`src/rtl/knob_scan_pkg.sv`:
```
package knob_scan_pkg;
   typedef enum logic [1:0] {
      SEQ_IDLE,
      SEQ_DEAD,
      SEQ_DRAIN,
      SEQ_MEASURE
   } seq_state_t;

   typedef enum logic [1:0] {
      TMR_IDLE,
      TMR_SETTLE,
      TMR_COUNT
   } tmr_state_t;
endpackage

```
`src/rtl/knob_sync.sv`:
```
module knob_sync #(
   parameter int WIDTH  = 4,
   parameter int STAGES = 2
) (
   input  logic             clk,
   input  logic             rst_n,
   input  logic [WIDTH-1:0] d_async,
   output logic [WIDTH-1:0] q_sync
);
   generate
      if (STAGES < 1) begin : g_bad_stages
         $error("knob_sync: STAGES must be at least 1");
      end
   endgenerate

   logic [WIDTH-1:0] chain [STAGES];

   genvar i;
   generate
      for (i = 0; i < STAGES; i++) begin : g_stage
         if (i == 0) begin : g_first
            always_ff @(posedge clk or negedge rst_n) begin
               if (!rst_n) chain[0] <= '0;
               else        chain[0] <= d_async;
            end
         end else begin : g_next
            always_ff @(posedge clk or negedge rst_n) begin
               if (!rst_n) chain[i] <= '0;
               else        chain[i] <= chain[i-1];
            end
         end
      end
   endgenerate

   assign q_sync = chain[STAGES-1];
endmodule

```
`src/rtl/knob_timer.sv`:
```
module knob_timer
   import knob_scan_pkg::*;
#(
   parameter int RAW_W       = 7,
   parameter int CODE_W      = 5,
   parameter int SYNC_STAGES = 2
) (
   input  logic              clk,
   input  logic              rst_n,
   input  logic              start,
   input  logic              level,
   output logic              done,
   output logic [CODE_W-1:0] code
);
   localparam int               SHIFT    = RAW_W - CODE_W;
   localparam logic [RAW_W-1:0] RAW_MAX  = {RAW_W{1'b1}};
   localparam logic [CODE_W-1:0] CODE_MAX = {CODE_W{1'b1}};

   generate
      if (RAW_W < CODE_W) begin : g_bad_width
         $error("knob_timer: RAW_W must not be below CODE_W");
      end
      if (SYNC_STAGES >= (1 << RAW_W)) begin : g_bad_sync
         $error("knob_timer: SYNC_STAGES too large for the counter");
      end
   endgenerate

   tmr_state_t       st_q;
   logic [RAW_W-1:0] cnt_q;

   function automatic logic [CODE_W-1:0] scale(input logic [RAW_W-1:0] raw);
      logic [RAW_W-1:0] shifted;
      shifted = raw >> SHIFT;
      if (shifted > RAW_W'(CODE_MAX)) return CODE_MAX;
      else                            return shifted[CODE_W-1:0];
   endfunction

   always_ff @(posedge clk or negedge rst_n) begin
      if (!rst_n) begin
         st_q  <= TMR_IDLE;
         cnt_q <= '0;
         done  <= 1'b0;
         code  <= '0;
      end else begin
         done <= 1'b0;
         unique case (st_q)
            TMR_IDLE: begin
               if (start) begin
                  st_q  <= TMR_SETTLE;
                  cnt_q <= '0;
               end
            end
            TMR_SETTLE: begin
               if (cnt_q == RAW_W'(SYNC_STAGES)) begin
                  if (level) begin
                     code <= CODE_MAX;
                     done <= 1'b1;
                     st_q <= TMR_IDLE;
                  end else begin
                     cnt_q <= RAW_W'(1);
                     st_q  <= TMR_COUNT;
                  end
               end else begin
                  cnt_q <= cnt_q + 1'b1;
               end
            end
            TMR_COUNT: begin
               if (level || cnt_q == RAW_MAX) begin
                  code <= scale(cnt_q);
                  done <= 1'b1;
                  st_q <= TMR_IDLE;
               end else begin
                  cnt_q <= cnt_q + 1'b1;
               end
            end
            default: st_q <= TMR_IDLE;
         endcase
      end
   end
endmodule

```
`src/rtl/knob_gain_file.sv`:
```
module knob_gain_file #(
   parameter int NUM_SLOTS = 16,
   parameter int CODE_W    = 5,
   parameter int SKIP_SLOT = 11,
   parameter int SLOT_W    = 4
) (
   input  logic                        clk,
   input  logic                        rst_n,
   input  logic                        clr_flag,
   input  logic                        wr_en,
   input  logic [SLOT_W-1:0]           wr_slot,
   input  logic [CODE_W-1:0]           wr_code,
   output logic [NUM_SLOTS*CODE_W-1:0] codes_flat,
   output logic                        changed
);
   logic [CODE_W-1:0] cur_code;
   assign cur_code = codes_flat[wr_slot*CODE_W +: CODE_W];

   genvar s;
   generate
      for (s = 0; s < NUM_SLOTS; s++) begin : g_slot
         if (s == SKIP_SLOT) begin : g_unused
            assign codes_flat[s*CODE_W +: CODE_W] = '0;
         end else begin : g_reg
            logic [CODE_W-1:0] q;
            always_ff @(posedge clk or negedge rst_n) begin
               if (!rst_n)                                q <= '0;
               else if (wr_en && wr_slot == SLOT_W'(s))   q <= wr_code;
            end
            assign codes_flat[s*CODE_W +: CODE_W] = q;
         end
      end
   endgenerate

   always_ff @(posedge clk or negedge rst_n) begin
      if (!rst_n)                           changed <= 1'b0;
      else if (clr_flag)                    changed <= 1'b0;
      else if (wr_en && wr_code != cur_code) changed <= 1'b1;
   end
endmodule

```
`src/rtl/knob_scanner.sv`:
```
module knob_scanner
   import knob_scan_pkg::*;
#(
   parameter int NUM_BANKS     = 4,
   parameter int NUM_ROWS      = 4,
   parameter int SKIP_SLOT     = 11,
   parameter int DEADBAND_CYC  = 100,
   parameter int DISCHARGE_CYC = 50,
   parameter int RAW_W         = 7,
   parameter int CODE_W        = 5,
   parameter int SYNC_STAGES   = 2
) (
   input  logic                                 clk,
   input  logic                                 rst_n,
   input  logic                                 scan_en,
   input  logic [NUM_ROWS-1:0]                  sense_in,
   output logic [NUM_BANKS-1:0]                 bank_sel,
   output logic [NUM_ROWS-1:0]                  sense_drive_low,
   output logic [NUM_BANKS*NUM_ROWS*CODE_W-1:0] codes_flat,
   output logic                                 gain_changed,
   output logic                                 pass_done
);
   localparam int NUM_SLOTS = NUM_BANKS * NUM_ROWS;
   localparam int ROW_W     = $clog2(NUM_ROWS);
   localparam int SLOT_W    = $clog2(NUM_SLOTS);
   localparam int BANK_W    = SLOT_W - ROW_W;
   localparam int WAIT_MAX  = (DEADBAND_CYC > DISCHARGE_CYC) ? DEADBAND_CYC : DISCHARGE_CYC;
   localparam int CNT_W     = $clog2(WAIT_MAX + 1);
   localparam bit HAS_SKIP  = (SKIP_SLOT >= 0);
   localparam logic [SLOT_W-1:0] LAST_SLOT = SLOT_W'(NUM_SLOTS - 1);

   generate
      if (NUM_ROWS < 2 || (1 << ROW_W) != NUM_ROWS) begin : g_bad_rows
         $error("knob_scanner: NUM_ROWS must be a power of two, at least 2");
      end
      if (NUM_BANKS < 2 || (1 << BANK_W) != NUM_BANKS) begin : g_bad_banks
         $error("knob_scanner: NUM_BANKS must be a power of two, at least 2");
      end
      if (HAS_SKIP && (SKIP_SLOT == 0 || SKIP_SLOT >= NUM_SLOTS - 1)) begin : g_bad_skip
         $error("knob_scanner: SKIP_SLOT must be -1 or lie strictly inside the sweep");
      end
      if (DEADBAND_CYC < 1 || DISCHARGE_CYC < 1) begin : g_bad_wait
         $error("knob_scanner: wait lengths must be at least 1");
      end
   endgenerate

   seq_state_t        st_q;
   logic [SLOT_W-1:0] slot_q;
   logic [SLOT_W-1:0] slot_next;
   logic [CNT_W-1:0]  wait_q;
   logic [BANK_W-1:0] bank_idx;
   logic [ROW_W-1:0]  row_idx;
   logic [NUM_ROWS-1:0] sense_sync;
   logic              tmr_start;
   logic              tmr_done;
   logic [CODE_W-1:0] tmr_code;
   logic              sweep_start;

   assign bank_idx    = slot_q[SLOT_W-1:ROW_W];
   assign row_idx     = slot_q[ROW_W-1:0];
   assign sweep_start = (st_q == SEQ_IDLE) && scan_en;
   assign tmr_start   = (st_q == SEQ_DRAIN) && (wait_q == CNT_W'(DISCHARGE_CYC - 1));

   always_comb begin
      slot_next = slot_q + 1'b1;
      if (HAS_SKIP && slot_next == SLOT_W'(SKIP_SLOT)) slot_next = slot_q + SLOT_W'(2);
   end

   always_comb begin
      bank_sel = '0;
      if (st_q == SEQ_DRAIN || st_q == SEQ_MEASURE) bank_sel = NUM_BANKS'(1) << bank_idx;
      sense_drive_low = (st_q == SEQ_DRAIN) ? '1 : '0;
   end

   always_ff @(posedge clk or negedge rst_n) begin
      if (!rst_n) begin
         st_q      <= SEQ_IDLE;
         slot_q    <= '0;
         wait_q    <= '0;
         pass_done <= 1'b0;
      end else begin
         pass_done <= 1'b0;
         unique case (st_q)
            SEQ_IDLE: begin
               if (scan_en) begin
                  st_q   <= SEQ_DEAD;
                  slot_q <= '0;
                  wait_q <= '0;
               end
            end
            SEQ_DEAD: begin
               if (wait_q == CNT_W'(DEADBAND_CYC - 1)) begin
                  st_q   <= SEQ_DRAIN;
                  wait_q <= '0;
               end else begin
                  wait_q <= wait_q + 1'b1;
               end
            end
            SEQ_DRAIN: begin
               if (tmr_start) begin
                  st_q   <= SEQ_MEASURE;
                  wait_q <= '0;
               end else begin
                  wait_q <= wait_q + 1'b1;
               end
            end
            SEQ_MEASURE: begin
               if (tmr_done) begin
                  if (slot_q == LAST_SLOT) begin
                     st_q      <= SEQ_IDLE;
                     pass_done <= 1'b1;
                  end else begin
                     st_q   <= SEQ_DEAD;
                     slot_q <= slot_next;
                  end
               end
            end
            default: st_q <= SEQ_IDLE;
         endcase
      end
   end

   knob_sync #(
      .WIDTH (NUM_ROWS),
      .STAGES(SYNC_STAGES)
   ) u_sync (
      .clk    (clk),
      .rst_n  (rst_n),
      .d_async(sense_in),
      .q_sync (sense_sync)
   );

   knob_timer #(
      .RAW_W      (RAW_W),
      .CODE_W     (CODE_W),
      .SYNC_STAGES(SYNC_STAGES)
   ) u_timer (
      .clk  (clk),
      .rst_n(rst_n),
      .start(tmr_start),
      .level(sense_sync[row_idx]),
      .done (tmr_done),
      .code (tmr_code)
   );

   knob_gain_file #(
      .NUM_SLOTS(NUM_SLOTS),
      .CODE_W   (CODE_W),
      .SKIP_SLOT(SKIP_SLOT),
      .SLOT_W   (SLOT_W)
   ) u_gains (
      .clk       (clk),
      .rst_n     (rst_n),
      .clr_flag  (sweep_start),
      .wr_en     (tmr_done),
      .wr_slot   (slot_q),
      .wr_code   (tmr_code),
      .codes_flat(codes_flat),
      .changed   (gain_changed)
   );
endmodule

```
`config.mk`:
```
export PLATFORM = sky130hd
export DESIGN_NAME = knob_scanner
export DESIGN_NICKNAME = d
export VERILOG_FILES = /design/src/rtl/knob_scan_pkg.sv /design/src/rtl/knob_sync.sv /design/src/rtl/knob_timer.sv /design/src/rtl/knob_gain_file.sv /design/src/rtl/knob_scanner.sv
export SDC_FILE = /design/constraint.sdc
export NUM_CORES = 1
export LEC_CHECK = 0
export ABC_CLOCK_PERIOD_IN_PS = 3000
export BUFFER_PORTS_ARGS = -buffer_cell sky130_fd_sc_hd__buf_2
export CAP_MARGIN = 20
export CORE_MARGIN = 3
export CORE_UTILIZATION = 57
export DETAILED_ROUTE_END_ITERATION = 10
export PLACE_DENSITY = 0.93
export SYNTH_ARGS = -nofsm -noshare
export SYNTH_HDL_FRONTEND = slang
export SYNTH_SLANG_ARGS = --single-unit
export TNS_END_PERCENT = 10
```
`constraint.sdc`:
```
create_clock -name clk -period 3 [get_ports clk]
set_input_delay 0.3 -clock clk [delete_from_list [all_inputs] [get_ports clk]]
set_output_delay 0.3 -clock clk [all_outputs]
set_load 0.005 [all_outputs]
```
# ---- Word-level counts from Yosys, hierarchy flattened
# Index checks and enable logic that the tools add are counted.
dict set report word_totals {
  reg_bits 113
  out_inout_bits 90
  inputBits 7
}
dict set report op_classes {
  addsub 4
  n_reduce_logical 34
  eq_ne 36
  shifts 2
  n_lt_le_gt_ge 2
  n_mux 43
  multipliers 1
}
# operator count
set ops {}
lappend ops {{$shiftx 80x8->5} 1}
lappend ops {{$mux 7} 7}
lappend ops {{$pmux 7 s3} 2}
lappend ops {{$eq 4x4->1 const B} 8}
lappend ops {{$mux 4} 6}
lappend ops {{$mux 5} 4}
lappend ops {{$logic_and 1x1->1} 18}
lappend ops {{$eq 4x3->1 const B} 4}
lappend ops {{$mux 2} 8}
lappend ops {{$reduce_and 4->1} 4}
lappend ops {{$add 7x1->7 const B} 2}
lappend ops {{$eq 7x7->1 const B} 2}
lappend ops {{$ne 2x2->1 const B} 6}
lappend ops {{$mux 1} 10}
lappend ops {{$pmux 5 s2} 1}
lappend ops {{$eq 4x2->1 const B} 2}
lappend ops {{$ne 2x1->1 const B} 4}
lappend ops {{$pmux 2 s4} 1}
lappend ops {{$pmux 4 s2} 1}
lappend ops {{$eq 7x2->1 const B} 1}
lappend ops {{$eq 7x6->1 const B} 1}
lappend ops {{$mul 4x3->7 const B} 1}
lappend ops {{$eq 2x2->1 const B} 3}
lappend ops {{$pmux 2 s3} 1}
lappend ops {{other kinds (18)} 24}

# ---- Depth between registers and ports, before layout
dict set report logic_depth {
  depth_word 6
  mapped_depth 9
}

# ---- By module
# Synthesis repeated with hierarchy kept, for this count alone.
dict set report unflattened {
  cells_unflattened 485
  hier_area_um2 6072.1
}
# module cells_each n_inst area_per_inst_um2
set by_module_without_submodules {}
lappend by_module_without_submodules {knob_gain_file 281 1 3813.7}
lappend by_module_without_submodules {knob_scanner 111 1 1087.3}
lappend by_module_without_submodules {knob_timer 81 1 940.9}
lappend by_module_without_submodules {knob_sync 12 1 230.2}

# ---- Worst setup path after synthesis
# Ideal clock, no wire load.
dict set report synth_timing {
  path_kind {register to register}
  startpoint {register slot_q[1]}
  endpoint {register u_gains.changed}
  setup_ps 135
  period_less_slack_ps 2097
  arrival_time_ps 1963
  path_stages_with_launch 9
  path_slack_ps 903
  t_required_ps 2865
  cell_sequence {dfrtp_1 -> buf_2 -> buf_2 -> mux4_2 -> mux2i_1 -> xor2_1 -> nand2_1 -> o211ai_1 -> o211ai_1}
}
dict set report synth_between {
  elab_chain_len 5
}
# element line
set synth_rtl {}
lappend synth_rtl {{start, declared} knob_scanner.sv:48} ;# logic [SLOT_W-1:0] slot_q;
lappend synth_rtl {{start signal, assigned} knob_scanner.sv:114} ;# slot_q <= slot_next;
lappend synth_rtl {{$mul 4x3->7} knob_gain_file.sv:17} ;# assign cur_code = codes_flat[wr_slot*CODE_W +: CODE_W];
lappend synth_rtl {{$shiftx 80x8->5} knob_gain_file.sv:17}
lappend synth_rtl {{$ne 5x5->1} knob_gain_file.sv:38} ;# else if (wr_en && wr_code != cur_code) changed <= 1'b1;
lappend synth_rtl {{$logic_and 1x1->1} knob_gain_file.sv:38}
lappend synth_rtl {{$reduce_bool 2->1 (no line)} -}
lappend synth_rtl {{end signal, assigned} knob_gain_file.sv:36} ;# if (!rst_n) changed <= 1'b0;
lappend synth_rtl {{end signal, assigned} knob_gain_file.sv:37} ;# else if (clr_flag) changed <= 1'b0;
lappend synth_rtl {{end signal, assigned} knob_gain_file.sv:38}
lappend synth_rtl {{end, declared} knob_gain_file.sv:14} ;# output logic changed
# Every way passes these cells.
# A chain may end at the register's enable or synchronous reset.

# ---- Final worst setup path
dict set report layout_timing {
  startpoint {register slot_q[1]}
  endpoint {register u_gains.g_slot[0].g_reg.q[1]}
}
dict set report layout_between {
  elab_chain_len 2
}
# element line
set layout_rtl {}
lappend layout_rtl {{$logic_not 4->1} knob_gain_file.sv:28} ;# else if (wr_en && wr_slot == SLOT_W'(s)) q <= wr_code;
lappend layout_rtl {{$logic_and 1x1->1} knob_gain_file.sv:28}
lappend layout_rtl {{end signal, assigned} knob_gain_file.sv:28}
lappend layout_rtl {{end, declared} knob_gain_file.sv:25} ;# logic [CODE_W-1:0] q;
# Every way passes these cells.

==> flow_metrics.env <==
export IMPL_switching_share=0.222
export IMPL_vias=4533
export IMPL_final_nets=593
export IMPL_leakage_nw=3.54
export IMPL_clock_fmax_mhz=401
export IMPL_drt_iter0_markers=548
export IMPL_grt_overflow_total=0
export IMPL_setup_slack_ns=0.505
export IMPL_fin_crit_sh=0.832
export IMPL_route_detailed_drc=0
export IMPL_grt_pass1_vias=4546
export IMPL_grt_total_usage=0.281
export IMPL_grt_max_degree=59
export IMPL_finClkSkew_ns=0.0173
export IMPL_synthTopCellsByCount="dfrtp_1 (113), mux2_2 (79), nor2_1 (23)"
export IMPL_async_reset_ff_frac=1.00
export IMPL_p_seq_frac=0.440
export IMPL_clkTransAtPathRegs_ns=0.06
export IMPL_wl_per_cell_um=21.7
export IMPL_antenna_left=0
export IMPL_place_hpwl_um=10400
export IMPL_cts_max_level=4
export IMPL_synthFlopType="dfrtp_1"
export IMPL_pwr_share_clk=0.547
export IMPL_io_pins=97
export IMPL_syn_area_per_cell_um2=12.2
export IMPL_vdd_drop_max_mv=0.402
export IMPL_power_total_w=0.00349
export IMPL_portBuffers=91
export IMPL_finalSetupViolCount=0
export IMPL_grt_pass1_wl_um=24300
export IMPL_synth_edf_count=0
export IMPL_grt_antenna_before_repair=0
export IMPL_finalHoldViolCount=0
export IMPL_dp_cells=676
export IMPL_gp_congestion=0.981
export IMPL_clock_path_buffers=2
export IMPL_path_class="reg2reg"
export IMPL_cp_required_ns=3.39
export IMPL_rows=36
export IMPL_comb_power_share=0.013
export IMPL_drv_cap=0
export IMPL_drv_slew=0
export IMPL_pwr_density_cell_nw_per_um2=505
export IMPL_routed_wl_um=15500
export IMPL_rsz0062_at_grt="no"
export IMPL_instances_no_fill=713
export IMPL_cts_root_buf="clkbuf_8"
export IMPL_yosysTopAreaCellShare=0.492
export IMPL_synth_most_common_cell="dfrtp_1"
export IMPL_via_per_inst=6.36
export IMPL_hold_class="in2reg"
export IMPL_outcome="finished, final reports clean"
export IMPL_start_kind="flip-flop"
export IMPL_syn2layout_area_growth_pct=20.1
export IMPL_tritoncts="built"
export IMPL_firstDrtPassIters=6
export IMPL_syn_cell_area_um2=5740
export IMPL_antennaDiodeCount=0
export IMPL_cp_max_fo=11
export IMPL_cts_made_buffers=17
export IMPL_yosysSeqAreaShare=0.492
export IMPL_ys_warn_count=0
export IMPL_cp_end_kind="flip-flop"
export IMPL_insertion_delay_ns=0.52
export IMPL_holdWs_ns=0.214
export IMPL_timing_setup_tns_ns=0
export IMPL_tightest_slew_ns=0.878
export IMPL_place_ws_ns=0.617
export IMPL_arrival_ns=2.88
export IMPL_ys_top_cells_by_area="dfrtp_1 (49%), mux2_2 (15%), mux4_2 (4.3%)"
export IMPL_die_h_um=106
export IMPL_power_switching_w=0.000775
export IMPL_syn_inst=472
export IMPL_initial_core_util=0.588
export IMPL_die_area_um2=11300
export IMPL_period_minus_slack_ns=2.50
export IMPL_synth_distinct_cells=58
export IMPL_drive_gt1_frac=0.388
export IMPL_cts_sinks=113
export IMPL_yosysTopAreaCell="dfrtp_1"
export IMPL_die_x_um=106
export IMPL_core_area_um2=9770
export IMPL_relSlewSlack=0.410
export IMPL_ctsResizeCount=0
export IMPL_ys_seq_elements=113
export IMPL_p_int_w=0.00271
## metal layers
| metal | vias up | part of all wire | GRT usage |
|---|---|---|---|
| met2 | 328 | 0.48 | 0.438 |
| met1 | 2222 | 0.38 | 0.363 |
| li1 | 1911 | - | - |
| met4 | 0 | 0.036 | 0.115 |
| met5 | - | 0 | 0 |
| met3 | 72 | 0.10 | 0.0959 |
## kinds of logic after synthesis
| kind of cell | count (synthesis) | share of synthesized area |
|---|---|---|
| simple gates | 106 | 0.0970 |
| fa+ha+maj | 19 | 0.0414 |
| mux | 110 | 0.233 |
| other cells | 1 | 0.000653 |
| xor+xnor | 9 | 0.0137 |
| flops | 113 | 0.492 |
| compound gates | 70 | 0.0854 |
| buf+inv | 44 | 0.0366 |
## placed cells by master, fill, tap and decap left out, drive strengths merged, types with 9 or more instances in the layout
| master | instances |
|---|---|
| dfrtp | 113 |
| buf | 98 |
| mux2 | 79 |
| nor2 | 23 |
| nand2 | 22 |
| clkbuf | 21 |
| mux2i | 20 |
| o21ai | 20 |
| ha | 19 |
| nand3 | 15 |
| inv | 15 |
| mux4 | 11 |
| a21oi | 9 |
## power groups by stage
stage          sequential (W)  combinational (W)  clock (W)
2_1_floorplan         0.00156         0.00000898          0
5_1_grt               0.00153          0.0000535    0.00200
4_1_cts               0.00153          0.0000482    0.00192
6_report              0.00153          0.0000460    0.00191
3_5_place_dp          0.00156          0.0000426          0
3_3_place_gp          0.00156          0.0000413          0
## layout make-up
| class | instances | area (um^2) |
|---|---|---|
| Clock inverter | 11 | 104 |
| Fill cell | 644 | 2880 |
| Timing Repair Buffer | 103 | 573 |
| Sequential cell | 113 | 2830 |
| Multi-Input combinational cell | 319 | 2720 |
| Clock buffer | 21 | 459 |
| Tap cell | 133 | 166 |
| Inverter | 13 | 48.8 |
## path summary, 6_finish.rpt
check                                 from                            to  slack, ns  cells past startpoint
max                              slot_q[1]  u_gains.g_slot[0].g_reg.q[1]       0.50                      5
min                                scan_en               u_gains.changed       0.21                      4
max reg2reg                      slot_q[1]  u_gains.g_slot[0].g_reg.q[1]       0.50                      5
min reg2reg                u_sync.chain[7]              u_sync.q_sync[3]       0.35                      0
max in group asynchronous            rst_n               u_timer.code[1]       1.88                      3
min in group asynchronous            rst_n  u_gains.g_slot[2].g_reg.q[1]       0.37                      2
## what timing repair did
action,in CTS,in global routing
buffers inserted,0,0
hold buffers,5,0
hold endpoints to repair,59,0
## sequential cells by signal, indices dropped and copies added, names as in the netlist
register,cells
u_gains.g_slot.g_reg.q,75
u_sync.q_sync,4
u_sync.chain,4
slot_q,4
u_timer.st_q,2
wait_q,7
pass_done,1
u_gains.changed,1
u_timer.done,1
st_q,2
u_timer.code,5
u_timer.cnt_q,7
## critical path: stages, from the launching register on
cell and delay, ns:
dfrtp_1 0.60, inv_1 0.31, ha_1 0.28, nand2_1 0.07
nor3_1 0.68, mux2_2 0.43
## per-stage QoR
step | utilization | area (um^2)
2_1_floorplan | - | 5760
3_3_place_gp | 0.643 | 6290
3_5_place_dp | 0.643 | 6290
4_1_cts | 0.706 | 6900
5_1_grt | 0.706 | 6900
6_report | 0.706 | 6900
Power figures use the tool's default switching activity.
